File: config.mk
export PLATFORM = sky130hd
export DESIGN_NAME = ioSpaceDecoder
export DESIGN_NICKNAME = d
export VERILOG_FILES = /design/src/rtl/ioSpaceDecoderPkg.sv /design/src/rtl/ioSpaceDecoderCtrl.sv /design/src/rtl/ioSpaceDecoderDatapath.sv /design/src/rtl/ioSpaceDecoder.sv
export SDC_FILE = /design/constraint.sdc
export NUM_CORES = 1
export LEC_CHECK = 0
export BUFFER_PORTS_ARGS = -buffer_cell sky130_fd_sc_hd__buf_4
export CAP_MARGIN = 20
export CORE_MARGIN = 2
export CORE_UTILIZATION = 49
export CTS_CLUSTER_SIZE = 8
export DETAILED_ROUTE_END_ITERATION = 12
export GPL_TIMING_DRIVEN = 0
export PLACE_DENSITY_LB_ADDON = 0.2
export SETUP_SLACK_MARGIN = 0.1
export SLEW_MARGIN = 15
export SYNTH_ARGS = -nofsm -noshare
export SYNTH_HDL_FRONTEND = slang
export SYNTH_SLANG_ARGS = --single-unit
File: constraint.sdc
create_clock -name clk -period 4.75 [get_ports clk]
set_input_delay 1.425 -clock clk [delete_from_list [all_inputs] [get_ports clk]]
set_output_delay 1.425 -clock clk [all_outputs]
set_load 0.05 [all_outputs]
File: src/rtl/ioSpaceDecoderPkg.sv
package ioSpaceDecoderPkg;

  // Decode classes produced by the control half
  typedef enum logic [1:0] {
    SPACE_REG  = 2'd0,
    SPACE_PORT = 2'd1,
    SPACE_NONE = 2'd2
  } spaceKind_t;

  // Strobes from control to datapath
  typedef struct packed {
    logic valid;
    logic regMap;
    logic cfgReg;
    logic cfgWr;
    logic dataWin;
    logic plainPort;
    logic fault;
    logic unsup;
  } decStrobes_t;

endpackage

File: src/rtl/ioSpaceDecoderCtrl.sv
module ioSpaceDecoderCtrl
  import ioSpaceDecoderPkg::*;
#(
  parameter int ADDR_W    = 32,
  parameter int PFX_W     = 4,
  parameter int PFX_REG   = 1,
  parameter int PFX_PORT  = 2,
  parameter int REG_COUNT = 64,
  localparam int IDX_W    = ADDR_W - 3 - PFX_W
) (
  input  logic              reqValid,
  input  logic [ADDR_W-1:0] reqAddr,
  input  logic [3:0]        reqSize,
  input  logic              reqWrite,
  output decStrobes_t       strobes,
  output logic [IDX_W-1:0]  index
);

  localparam int PORT_W = 16;
  localparam logic [PORT_W-1:0] CFG_ADDR_PORT = 16'h0CF8;
  localparam logic [PORT_W-3:0] DATA_WIN_BASE = 14'(16'h0CFC >> 2);

  logic [ADDR_W-4:0] shifted;
  logic [PFX_W-1:0]  prefix;
  logic [PORT_W-1:0] port;
  logic              portTooWide;
  logic              unusedLowBits;
  spaceKind_t        space;

  assign shifted       = reqAddr[ADDR_W-1:3];
  assign unusedLowBits = ^reqAddr[2:0];
  assign prefix        = shifted[ADDR_W-4 -: PFX_W];
  assign index         = shifted[IDX_W-1:0];
  assign port          = index[PORT_W-1:0];
  assign portTooWide   = |index[IDX_W-1:PORT_W];

  always_comb begin
    if (prefix == PFX_W'(PFX_REG))       space = SPACE_REG;
    else if (prefix == PFX_W'(PFX_PORT)) space = SPACE_PORT;
    else                                 space = SPACE_NONE;
  end

  always_comb begin
    strobes       = '0;
    strobes.valid = reqValid;
    if (reqValid) begin
      unique case (space)
        SPACE_REG: begin
          if (index < IDX_W'(REG_COUNT)) strobes.regMap = 1'b1;
          else                           strobes.fault  = 1'b1;
        end
        SPACE_PORT: begin
          if (portTooWide) begin
            strobes.fault = 1'b1;
          end else if (port == CFG_ADDR_PORT && reqSize == 4'd4) begin
            strobes.cfgReg = 1'b1;
            strobes.cfgWr  = reqWrite;
          end else if (port[PORT_W-1:2] == DATA_WIN_BASE) begin
            strobes.dataWin = 1'b1;
          end else begin
            strobes.plainPort = 1'b1;
          end
        end
        default: strobes.unsup = 1'b1;
      endcase
    end
  end

endmodule

File: src/rtl/ioSpaceDecoderDatapath.sv
module ioSpaceDecoderDatapath
  import ioSpaceDecoderPkg::*;
#(
  parameter int IDX_W       = 25,
  parameter int PADDR_W     = 40,
  parameter int CFG_REG_NUM = 64,
  parameter logic [PADDR_W-1:0] PHYS_IO  = 40'hC0_0000_0000,
  parameter logic [PADDR_W-1:0] PHYS_CFG = 40'hC1_0000_0000
) (
  input  logic               clk,
  input  logic               rstN,
  input  decStrobes_t        strobes,
  input  logic [IDX_W-1:0]   index,
  input  logic [31:0]        wrData,
  output logic               rspValid,
  output logic [PADDR_W-1:0] rspPaddr,
  output logic               rspUncacheable,
  output logic               rspRegMapped,
  output logic               rspFault,
  output logic               rspUnsupported
);

  localparam int REG_BYTES_LOG2 = 3;

  logic [31:0]        cfgAddr;
  logic [PADDR_W-1:0] paddrNext;
  logic [15:0]        port;
  logic               unusedCfgLow;

  assign port         = index[15:0];
  assign unusedCfgLow = ^cfgAddr[1:0];

  always_ff @(posedge clk) begin
    if (!rstN)               cfgAddr <= '0;
    else if (strobes.cfgWr)  cfgAddr <= wrData;
  end

  always_comb begin
    paddrNext = '0;
    if (strobes.regMap)
      paddrNext = PADDR_W'(index) << REG_BYTES_LOG2;
    else if (strobes.cfgReg)
      paddrNext = PADDR_W'(CFG_REG_NUM) << REG_BYTES_LOG2;
    else if (strobes.dataWin && cfgAddr[31])
      paddrNext = PHYS_CFG | PADDR_W'({cfgAddr[30:2], port[1:0]});
    else if (strobes.dataWin || strobes.plainPort)
      paddrNext = PHYS_IO | PADDR_W'(port);
  end

  always_ff @(posedge clk) begin
    if (!rstN) begin
      rspValid       <= 1'b0;
      rspPaddr       <= '0;
      rspUncacheable <= 1'b0;
      rspRegMapped   <= 1'b0;
      rspFault       <= 1'b0;
      rspUnsupported <= 1'b0;
    end else begin
      rspValid       <= strobes.valid;
      rspPaddr       <= paddrNext;
      rspUncacheable <= strobes.dataWin | strobes.plainPort;
      rspRegMapped   <= strobes.regMap | strobes.cfgReg;
      rspFault       <= strobes.fault;
      rspUnsupported <= strobes.unsup;
    end
  end

endmodule

File: src/rtl/ioSpaceDecoder.sv
module ioSpaceDecoder
  import ioSpaceDecoderPkg::*;
#(
  parameter int ADDR_W      = 32,
  parameter int PFX_W       = 4,
  parameter int PFX_REG     = 1,
  parameter int PFX_PORT    = 2,
  parameter int REG_COUNT   = 64,
  parameter int CFG_REG_NUM = 64,
  parameter int PADDR_W     = 40,
  parameter logic [PADDR_W-1:0] PHYS_IO  = 40'hC0_0000_0000,
  parameter logic [PADDR_W-1:0] PHYS_CFG = 40'hC1_0000_0000
) (
  input  logic               clk,
  input  logic               rstN,
  input  logic               reqValid,
  input  logic [ADDR_W-1:0]  reqAddr,
  input  logic [3:0]         reqSize,
  input  logic               reqWrite,
  input  logic [31:0]        reqWrData,
  output logic               rspValid,
  output logic [PADDR_W-1:0] rspPaddr,
  output logic               rspUncacheable,
  output logic               rspRegMapped,
  output logic               rspFault,
  output logic               rspUnsupported
);

  localparam int IDX_W = ADDR_W - 3 - PFX_W;

  decStrobes_t      strobes;
  logic [IDX_W-1:0] index;

  ioSpaceDecoderCtrl #(
    .ADDR_W(ADDR_W), .PFX_W(PFX_W), .PFX_REG(PFX_REG),
    .PFX_PORT(PFX_PORT), .REG_COUNT(REG_COUNT)
  ) ctrl_i (
    .reqValid(reqValid), .reqAddr(reqAddr), .reqSize(reqSize),
    .reqWrite(reqWrite), .strobes(strobes), .index(index)
  );

  ioSpaceDecoderDatapath #(
    .IDX_W(IDX_W), .PADDR_W(PADDR_W), .CFG_REG_NUM(CFG_REG_NUM),
    .PHYS_IO(PHYS_IO), .PHYS_CFG(PHYS_CFG)
  ) dp_i (
    .clk(clk), .rstN(rstN), .strobes(strobes), .index(index),
    .wrData(reqWrData), .rspValid(rspValid), .rspPaddr(rspPaddr),
    .rspUncacheable(rspUncacheable), .rspRegMapped(rspRegMapped),
    .rspFault(rspFault), .rspUnsupported(rspUnsupported)
  );

endmodule

==> results of run 1 <==
## flip-flops by register name, summed over array words and instances (netlist names)
signal	cells
dp_i.cfgAddr	30
dp_i.rspUnsupported	1
dp_i.rspRegMapped	1
dp_i.rspUncacheable	1
dp_i.rspFault	1
dp_i.rspPaddr	33
dp_i.rspValid	1
## cell families (layout without fill, tap and decap cells)
kind of cell,after synthesis,count (layout)
AOI/OAI and AO/OA,46,46
xor gates and xnor gates,1,1
buffers and inverters,23,143
DFF,68,68
muxes,5,5
other,1,6
and+or+nand+nor,121,121
## metrics by stage
step / util / instances
2_1_floorplan: - / 270
3_3_place_gp: 0.679 / 445
3_5_place_dp: 0.679 / 445
4_1_cts: 0.713 / 460
5_1_grt: 0.713 / 460
6_report: 0.713 / 460
## cell usage in the layout (no fill, tap or decap), types with 2 or more instances in the layout
| master | count |
|---|---|
| a21oi_1 | 7 |
| dfxtp_1 | 68 |
| a21boi_1 | 15 |
| conb_1 | 6 |
| or4_1 | 2 |
| nand2_1 | 63 |
| mux2i_1 | 5 |
| o2bb2ai_1 | 3 |
| nand3_1 | 3 |
| and2_1 | 17 |
| clkinv_2 | 2 |
| nor4b_1 | 2 |
| nand3b_1 | 3 |
| clkbuf_1 | 6 |
| a32o_1 | 3 |
| buf_4 | 114 |
| clkbuf_8 | 11 |
| buf_2 | 5 |
| and3_1 | 3 |
| inv_1 | 3 |
| nor2b_1 | 2 |
| or4_4 | 2 |
| nor2_1 | 12 |
| nand4_1 | 2 |
| a21boi_0 | 14 |
| nor3_1 | 2 |
## worst min-delay path: stages, from the launching register on
cell	delay, ps
dfxtp_1	310
nand2_1	50
a21boi_1	50
## final cells by class
| class | instances | area [µm²] | share of cell area |
|---|---|---|---|
| flip-flops and latches | 68 | 1360 | 0.379 |
| multi-input cells | 179 | 1050 | 0.293 |
| repair buffers | 105 | 788 | 0.219 |
| clock buffers | 13 | 159 | 0.0442 |
| plain buffers | 19 | 119 | 0.0331 |
| well taps | 70 | 87.6 | 0.0244 |
| inverters | 4 | 15.0 | 0.00418 |
| clock inverters | 2 | 10.0 | 0.00279 |
## final timing paths
kind | end | slack, ps | depth (start not counted)
worst min register to register | dp_i.cfgAddr[17] | 450 | 2
worst max register to register | dp_i.rspPaddr[24] | 3460 | 4
worst min-delay path | dp_i.cfgAddr[17] | 450 | 2
worst max-delay path | dp_i.cfgAddr[14] | 1510 | 7
## layer usage
layer	GRT usage	wire (µm)	up-vias
met5	0	0	-
met4	0.103	138	0
met3	0.0741	475	15
met2	0.371	2990	86
met1	0.234	2390	1014
li1	-	-	1122
## power by group through the flow
stage | clock network (mW) | logic (mW) | registers, mW
after floorplan | 0 | 0.0292 | 0.588
after CTS | 0.417 | 0.0859 | 0.571
after global placement | 0 | 0.0849 | 0.584
after detailed placement | 0 | 0.0855 | 0.584
final | 0.413 | 0.0860 | 0.571
after global routing | 0.443 | 0.0926 | 0.571
==> key figures, run 1 <==
Critical path
  – Crit path max-delay family: simple AND/OR/NAND/NOR gates
  – Worst endpoint required time: 5010 ps
  – R2r startpoint: dp_i.cfgAddr[31]
  – WP buf/inv: 2
  – Critical path class: in2reg
  – Crit-path max cell delay: 890 ps
  – Crit-path slowest cell: nor4b_1
  – Cell breakdown of the critical path: buf_4 -> nor4b_1 -> and3_1 -> and4_1 -> buf_2 -> nand2_1 -> a21boi_1
  – Kind of end point of the critical path: flip-flop
  – Startpoint Class: input port
  – Critical Path AT: 3500 ps
  – Worst setup path start: reqAddr[28]
  – Critical-path maximum fanout: 10

Yosys
  – Synth Area in Compound Gates: 0.142
  – Synthesized flop and latch total: 68
  – Adder-cell share of the synthesized area: 0
  – Most common cell in the synthesized netlist: dfxtp_1
  – Post-synth EDFFs: 0
  – Main area contributors after synthesis: dfxtp_1 (54%), nand2_1 (9.3%), a21boi_1 (4.5%)
  – Synth Warn #: 0
  – Largest family of logic cells by synthesized area: simple AND/OR/NAND/NOR gates
  – Area leader, netlist: dfxtp_1
  – Xor and xnor fraction of the mapped netlist area: 0.00346
  – Yosys cell types: 39
  – Top_reg_cell synth: dfxtp_1
  – Area fraction of the dominant cell type after synthesis: 0.538
  – Simple-gate share of the synthesized area: 0.242
  – Async S/R FF share, synth: 0
  – Sequential element share of the synthesized area: 0.538
  – Top post-synthesis cells by count: dfxtp_1 (68), nand2_1 (63), and2_1 (17)
  – Multiplexer area fraction after synthesis: 0.0198
  – Cells after Synth: 265
  – Mean Syn Cell Area: 9.55 µm²
  – Post-synthesis instance area: 0.00253 mm²

Power
  – Static Leakage: 1.58 nW
  – Clock share of power: 0.386
  – Gate power share: 0.080
  – Power Density: 298 mW/mm²
  – Net switching power: 0.238 mW
  – Worst VDD drop: 0.000229 V
  – Seq pwr share: 0.534
  – Switching fraction of total power: 0.222
  – Tot Pwr: 1.07 mW
  – Int Pwr: 0.833 mW

Floorplan
  – I/O pin cnt: 117
  – Die X: 75.9 µm
  – DIE HEIGHT: 75.9 µm
  – Starting Density: 0.502
  – Cell row count: 26
  – Die Footprint: 0.00575 mm²
  – Core box area: 0.00504 mm²

Global routing
  – Vias in the first global route: 2,026
  – Final global-route overflow total: 0
  – Initial antenna violation count: 0
  – GRT Resource Usage Total: 0.215
  – First-pass GRT wire length: 8990 µm
  – Largest net degree at the start of global routing: 11

Route
  – Drt initial violations: 95
  – Vias per cell: 4.86
  – DRC errors left: 0
  – DRT Pass-1 Iters: 4
  – WL final: 5990 µm
  – Antenna-violating nets left: 0
  – DR WL/cell: 13.0 µm
  – Routed vias: 2,237

Timing
  – Fin crit period: 3240 ps
  – Fmax: 309 MHz
  – Final hold slack: 446 ps
  – RSZ-0062 raised after global routing: no
  – Slew headroom: 0.300
  – Final Setup Violations: 0
  – Crit share post-route: 0.681
  – Clock skew: 4.15 ps
  – Worst-Margin Slew: 1040 ps
  – Setup TNS: 0 ps
  – Worst setup margin: 1510 ps
  – Slew Limit Fails: 0
  – Endpoints failing hold: 0

Hold path
  – Hold WC Path Type: reg2reg
  – Hold Startpoint: dp_i.cfgAddr[17]

Clock network
  – Clock Tree Buf Depth: 2
  – Post-CTS Setup Bufs: 0
  – Number of hold buffers added after CTS: 0
  – Htree depth: 3
  – CTS tree: done
  – Clk sinks: 68
  – PostCTS Resize Cnt: 0
  – Num CTS Buffers: 9
  – Worst-path clk slew: 70 ps
  – Clock Tree Root: clkbuf_8
  – Clock latency at the later pin of the worst-skew pair: 330 ps

Cells and area
  – Ant. Diodes: 0
  – Cell area after layout: 0.00359 mm²
  – Share of cells above drive strength 1: 0.364
  – Post-layout nets: 458
  – Area grow syn2layout: 42.0%
  – Number of fill cells: 416

Place
  – Placed cell areas: 0.00342 mm²
  – HPWL after DPL: 4500 µm
  – Port Buf Inserts: 105
  – Pre-CTS setup slack: 1180 ps
  – Final Wtd Congestion: 0.894

Outcome
  – Outcome: complete, no violations

Job
  – Number of max-cap violations: 0
No activity file was read; power rests on OpenSTA's default activity.
==> run 2, diff against run 1 <==
--- a/config.mk
+++ b/config.mk
@@ -8,7 +8,7 @@
 export BUFFER_PORTS_ARGS = -buffer_cell sky130_fd_sc_hd__buf_4
 export CAP_MARGIN = 20
 export CORE_MARGIN = 2
-export CORE_UTILIZATION = 49
+export CORE_UTILIZATION = 41
 export CTS_CLUSTER_SIZE = 8
 export DETAILED_ROUTE_END_ITERATION = 12
 export GPL_TIMING_DRIVEN = 0
==> constraint.sdc (replaced) <==
create_clock -name clk -period 2.87 [get_ports clk]
set_input_delay 0.861 -clock clk [delete_from_list [all_inputs] [get_ports clk]]
set_output_delay 0.861 -clock clk [all_outputs]
set_load 0.05 [all_outputs]
==> run 2 against run 1 <==
First-iteration DRC count shrank 38%. Worst setup slack worse by 1200 ps. Count of clock-buffer cells in the layout is 2 lower. Clock skew increased by 2.5 ps. Design area increased by 0.84%. Clock power increased by 74%. Largest cell class unchanged. Highest routed layer unchanged.
==> key figures, run 2 (synthesis gave the netlist of run 1 again) <==
Floorplan
  – Starting Density: 0.425 (was 0.502)
  – Die X: 82.6 µm (was 75.9 µm)
  – DIE HEIGHT: 82.6 µm (was 75.9 µm)
  – Die Footprint: 0.00681 mm² (was 0.00575 mm²)
  – I/O pin cnt: 117 (unchanged)
  – Cell row count: 28 (was 26)
  – Core box area: 0.00596 mm² (was 0.00504 mm²)

Clock network
  – Htree depth: 3 (unchanged)
  – Clk sinks: 68 (unchanged)
  – Worst-path clk slew: 60 ps (was 70 ps)
  – Clock latency at the later pin of the worst-skew pair: 330 ps (about the same)
  – Num CTS Buffers: 9 (unchanged)
  – Number of hold buffers added after CTS: 0 (unchanged)
  – Clock Tree Buf Depth: 2 (unchanged)
  – CTS tree: done (unchanged)
  – Clock Tree Root: clkbuf_8 (unchanged)

Cells and area
  – Biggest regs: dp_i.rspPaddr (33), dp_i.cfgAddr (30) (unchanged)
  – Multi-input gate area: 0.00106 mm² (was 0.00105 mm²)
  – Largest register FFs: 33 (unchanged)
  – Most common cell after layout, fill and taps aside: buf_4 (unchanged)
  – Number of fill cells: 568 (was 416)
  – Cell area after layout: 0.00362 mm² (was 0.00359 mm²)
  – Area grow syn2layout: 43.2% (was 42.0%)
  – Ant. Diodes: 0 (unchanged)
  – Largest reg by FF count: dp_i.rspPaddr (unchanged)
  – Post-layout nets: 460 (was 458)
  – Final core utilization: 0.608 (was 0.713)
  – Register area: 0.00136 mm² (unchanged)
  – Commonest cells after routing, fill and taps aside: buf_4 (116), dfxtp_1 (68), nand2_1 (63) (was buf_4 (114), dfxtp_1 (68), nand2_1 (63))
  – Share of cells above drive strength 1: 0.368 (was 0.364)

Timing
  – RSZ-0062 raised after global routing: no (unchanged)
  – Worst-Margin Slew: 624 ps (was 1040 ps)
  – Final Setup Violations: 0 (unchanged)
  – Endpoints failing hold: 0 (unchanged)
  – Fmax: 385 MHz
  – Clock skew: 6.62 ps (was 4.15 ps)
  – Fin crit period: 2600 ps
  – Slew Limit Fails: 0 (unchanged)
  – Crit share post-route: 0.905
  – Slew headroom: 0.583 (was 0.300)

Power
  – Net switching power: 0.396 mW (was 0.238 mW)
  – Power Density: 499 mW/mm² (was 298 mW/mm²)
  – Seq pwr share: 0.523 (was 0.534)
  – Int Pwr: 1.41 mW (was 0.833 mW)
  – Switching fraction of total power: 0.219 (was 0.222)
  – Worst VDD drop: 0.000277 V (was 0.000229 V)
  – Clock share of power: 0.398 (was 0.386)
  – Gate power share: 0.079 (was 0.080)
  – Static Leakage: 1.59 nW (was 1.58 nW)

Route
  – Routed vias: 2,225 (was 2,237)
  – Drt initial violations: 59 (was 95)
  – DRT Pass-1 Iters: 4 (unchanged)
  – DRC errors left: 0 (unchanged)
  – Antenna-violating nets left: 0 (unchanged)
  – DR WL/cell: 13.1 µm (was 13.0 µm)
  – Vias per cell: 4.77 (was 4.86)
  – WL final: 6120 µm (was 5990 µm)

Global routing
  – Vias in the first global route: 1,965 (was 2,026)
  – First-pass GRT wire length: 9140 µm (was 8990 µm)
  – GRT Resource Usage Total: 0.183 (was 0.215)
  – Final global-route overflow total: 0 (unchanged)
  – Largest net degree at the start of global routing: 11 (unchanged)
  – Initial antenna violation count: 0 (unchanged)

Critical path
  – Crit-path max cell delay: 550 ps (was 890 ps)
  – FF-to-FF setup slack: 1590 ps (was 3460 ps)
  – Critical path class: in2reg (unchanged)
  – Worst endpoint required time: 3150 ps (was 5010 ps)
  – FF-to-FF path depth: 4 (unchanged)
  – WP buf/inv: 2 (unchanged)
  – WP depth: 7 (unchanged)
  – Critical-path maximum fanout: 10 (unchanged)
  – Startpoint Class: input port (unchanged)
  – Critical Path AT: 2870 ps (was 3500 ps)
  – Crit-path slowest cell: or4_4 (was nor4b_1)
  – Cell breakdown of the critical path: buf_4 -> or4_4 -> nor4_2 -> nand3_2 -> nor2_2 -> buf_6 -> and2_1 (was buf_4 -> nor4b_1 -> and3_1 -> and4_1 -> buf_2 -> nand2_1 -> a21boi_1)
  – Kind of end point of the critical path: flip-flop (unchanged)
  – Crit path max-delay family: simple AND/OR/NAND/NOR gates (unchanged)

Place
  – Port Buf Inserts: 105 (unchanged)
  – Final Wtd Congestion: 0.878 (was 0.894)
  – Placed cell areas: 0.00343 mm² (was 0.00342 mm²)
  – HPWL after DPL: 4640 µm (was 4500 µm)

Hold path
  – Hold WC Path Type: reg2reg (unchanged)
  – Hold Path Cell Cnt: 2 (unchanged)

Job
  – Number of max-cap violations: 0 (unchanged)

Outcome
  – Outcome: complete, no violations (unchanged)
[run 2: what timing repair did]
action,in CTS,in global routing
buffers inserted,0,2
resized for setup,0,1
setup endpoints to repair,0,7
[run 2: path summary, 6_finish.rpt]
path,from,to
max,reqAddr[15],dp_i.rspPaddr[27]
max reg2reg,dp_i.cfgAddr[31],dp_i.rspPaddr[27]
min reg2reg,dp_i.cfgAddr[27],dp_i.cfgAddr[27]
min,dp_i.cfgAddr[27],dp_i.cfgAddr[27]
[run 2: cell type report]
class | instances | share of cell area
Clock inverter | 3 | 0.0110
Sequential cell | 68 | 0.376
Tap cell | 75 | 0.0259
Multi-Input combinational cell | 179 | 0.292
Clock buffer | 11 | 0.0363
Buffer | 19 | 0.0328
Inverter | 4 | 0.00414
Timing Repair Buffer | 107 | 0.222
[run 2: worst min-delay path, delay by kind of cell, from the launching register on]
family             cells  cell delay (ps)
DFF                    1              300
and+or+nand+nor        1               50
AOI/OAI and AO/OA      1               50
[run 2: through the flow]
stage,total power [mW],setup slack (ps),hold slack (ps),instances,setup TNS (ps)
after floorplan,1.02,237,426,270,0
after global placement,1.11,-94.8,432,450,-1390
after detailed placement,1.11,-145,438,450,-2290
after CTS,1.82,208,447,464,0
after global routing,1.88,140,462,466,0
final,1.81,273,444,466,0
[run 2: power groups by stage]
stage	combinational, mW	clock [mW]	sequential, mW
floorplan	0.0484	0	0.973
global placement	0.141	0	0.967
detailed placement	0.142	0	0.967
CTS	0.143	0.736	0.946
global route	0.154	0.784	0.945
finish	0.144	0.720	0.946
[run 2: routing by layer]
layer / GRT usage / vias to the layer above / share of wire
met3: 0.0576 / 8 / 0.084
met2: 0.315 / 87 / 0.48
li1: - / 1118 / -
met4: 0.0885 / 0 / 0.017
met1: 0.205 / 1012 / 0.42
met5: 0 / - / 0
==> run 3, diff against run 2 <==
--- a/config.mk
+++ b/config.mk
@@ -13,6 +13,7 @@
 export DETAILED_ROUTE_END_ITERATION = 12
 export GPL_TIMING_DRIVEN = 0
 export PLACE_DENSITY_LB_ADDON = 0.2
+export RECOVER_POWER = 100
 export SETUP_SLACK_MARGIN = 0.1
 export SLEW_MARGIN = 15
 export SYNTH_ARGS = -nofsm -noshare
==> run 3 against run 2 <==
Clock skew is 0.83 ps lower. Sequential power hardly changed. Flip-flop and latch count stayed put. Non-clock buffer count stayed put. Critical path depth stayed put. Critical path type unchanged. Largest cell class unchanged.
==> key figures, run 3 (synthesis gave the netlist of run 1 again) <==
Outcome
  – Outcome: complete, no violations (unchanged)

Cells and area
  – Share of cells above drive strength 1: 0.251 (was 0.368)
  – Largest register FFs: 33 (unchanged)
  – Commonest cells after routing, fill and taps aside: buf_4 (73), dfxtp_1 (68), nand2_1 (63) (was buf_4 (116), dfxtp_1 (68), nand2_1 (63))
  – Largest reg by FF count: dp_i.rspPaddr (unchanged)
  – Most common cell after layout, fill and taps aside: buf_4 (unchanged)
  – Biggest regs: dp_i.rspPaddr (33), dp_i.cfgAddr (30) (unchanged)
  – Ant. Diodes: 0 (unchanged)
  – Post-layout nets: 460 (unchanged)
  – Final cell count without fillers: 466 (unchanged)
  – Area grow syn2layout: 36.1% (was 43.2%)
  – Final core utilization: 0.578 (was 0.608)

Floorplan
  – Cell row count: 28 (unchanged)
  – Die Footprint: 0.00681 mm² (unchanged)
  – I/O pin cnt: 117 (unchanged)
  – Core box area: 0.00596 mm² (unchanged)
  – Die X: 82.6 µm (unchanged)
  – DIE HEIGHT: 82.6 µm (unchanged)
  – Starting Density: 0.425 (unchanged)

Clock network
  – CTS tree: done (unchanged)
  – Clock Tree Buf Depth: 2 (unchanged)
  – Clock latency at the later pin of the worst-skew pair: 330 ps (about the same)
  – Clk sinks: 68 (unchanged)
  – Htree depth: 3 (unchanged)
  – Worst-path clk slew: 60 ps (about the same)
  – Clock Tree Root: clkbuf_8 (unchanged)
  – Num CTS Buffers: 9 (unchanged)

Timing
  – Setup TNS: 0 ps (unchanged)
  – Slew headroom: 0.587 (was 0.583)
  – Worst-Margin Slew: 622 ps (was 624 ps)
  – Final Setup Violations: 0 (unchanged)
  – RSZ-0062 raised after global routing: no (unchanged)
  – Endpoints failing hold: 0 (unchanged)
  – Fmax: 374 MHz (was 385 MHz)
  – Worst setup margin: 194 ps (was 273 ps)
  – Fin crit period: 2680 ps (was 2600 ps)
  – Crit share post-route: 0.932 (was 0.905)
  – Clock skew: 5.79 ps (was 6.62 ps)
  – Slew Limit Fails: 0 (unchanged)

Critical path
  – Kind of end point of the critical path: flip-flop (unchanged)
  – Critical-path maximum fanout: 10 (unchanged)
  – Critical Path AT: 2900 ps (was 2870 ps)
  – Critical path class: in2reg (unchanged)
  – Worst endpoint required time: 3090 ps (was 3150 ps)
  – Startpoint Class: input port (unchanged)
  – FF-to-FF setup slack: 1590 ps (about the same)

Place
  – Pre-CTS setup slack: -145 ps (unchanged)
  – HPWL after DPL: 4640 µm (unchanged)
  – Port Buf Inserts: 105 (unchanged)
  – Dpl cells: 450 (unchanged)
  – Final Wtd Congestion: 0.878 (unchanged)

Power
  – Power Density: 524 mW/mm² (was 499 mW/mm²)
  – Worst VDD drop: 0.000277 V (about the same)
  – Static Leakage: 1.40 nW (was 1.59 nW)
  – Tot Pwr: 1.81 mW (about the same)

Global routing
  – Initial antenna violation count: 0 (unchanged)
  – Largest net degree at the start of global routing: 11 (unchanged)
  – Final global-route overflow total: 0 (unchanged)
  – First-pass GRT wire length: 9140 µm (unchanged)
  – Vias in the first global route: 1,965 (unchanged)
  – GRT Resource Usage Total: 0.183 (unchanged)

Route
  – WL final: 6170 µm (was 6120 µm)
  – Drt initial violations: 70 (was 59)
  – Vias per cell: 4.80 (was 4.77)
  – Antenna-violating nets left: 0 (unchanged)
  – DRC errors left: 0 (unchanged)
  – DRT Pass-1 Iters: 4 (unchanged)
  – Routed vias: 2,236 (was 2,225)
  – DR WL/cell: 13.2 µm (was 13.1 µm)

Job
  – Number of max-cap violations: 0 (unchanged)

Hold path
  – Hold WC Path Type: reg2reg (unchanged)
run 3: cell type report:
cell class	count	area, µm²
Clock buffer	11	131
Buffer	19	118
Inverter	4	15.0
Timing Repair Buffer	107	646
Clock inverter	3	40.0
Fill cell	604	2510
Tap cell	75	93.8
Sequential cell	68	1360
Multi-Input combinational cell	179	1040
run 3: repair_timing:
action,4_1_cts,5_1_grt
buffers inserted,0,2
endpoints found under the setup margin,0,7
hold buffers,0,0
gates resized for setup,0,1
run 3: worst paths after layout:
| check | from | end | cells past startpoint |
|---|---|---|---|
| max | reqAddr[15] | dp_i.rspPaddr[27] | 7 |
| min | dp_i.cfgAddr[27] | dp_i.cfgAddr[27] | 2 |
| max reg2reg | dp_i.cfgAddr[31] | dp_i.rspPaddr[27] | 4 |
| min reg2reg | dp_i.cfgAddr[27] | dp_i.cfgAddr[27] | 2 |
run 3: worst max-delay path, cell delays in order:
cell and delay [ps]:
clkbuf_1 90, or4_4 560, or4_1 560, o2111ai_1 370
nor2_2 150, buf_6 170, and2_1 150
run 3: power breakdown:
group	internal, mW	leakage (nW)	total [mW]	switching [mW]
Clock	0.389	0.0890	0.720	0.331
Sequential	0.945	0.548	0.946	0.000460
Combinational	0.0755	0.765	0.139	0.0637
Total	1.41	1.40	1.81	0.395
run 3: stage by stage:
stage | hold WS [ps] | cell area (µm²)
5_1_grt | 463 | 3440
4_1_cts | 447 | 3600
6_report | 444 | 3440
3_5_place_dp | 438 | 3430
2_1_floorplan | 426 | 2550
3_3_place_gp | 432 | 3430
run 3: metal layers:
metal	wire, µm	track usage
met4	105	0.0885
met3	538	0.0576
met2	2960	0.315
met1	2570	0.205
met5	0	0
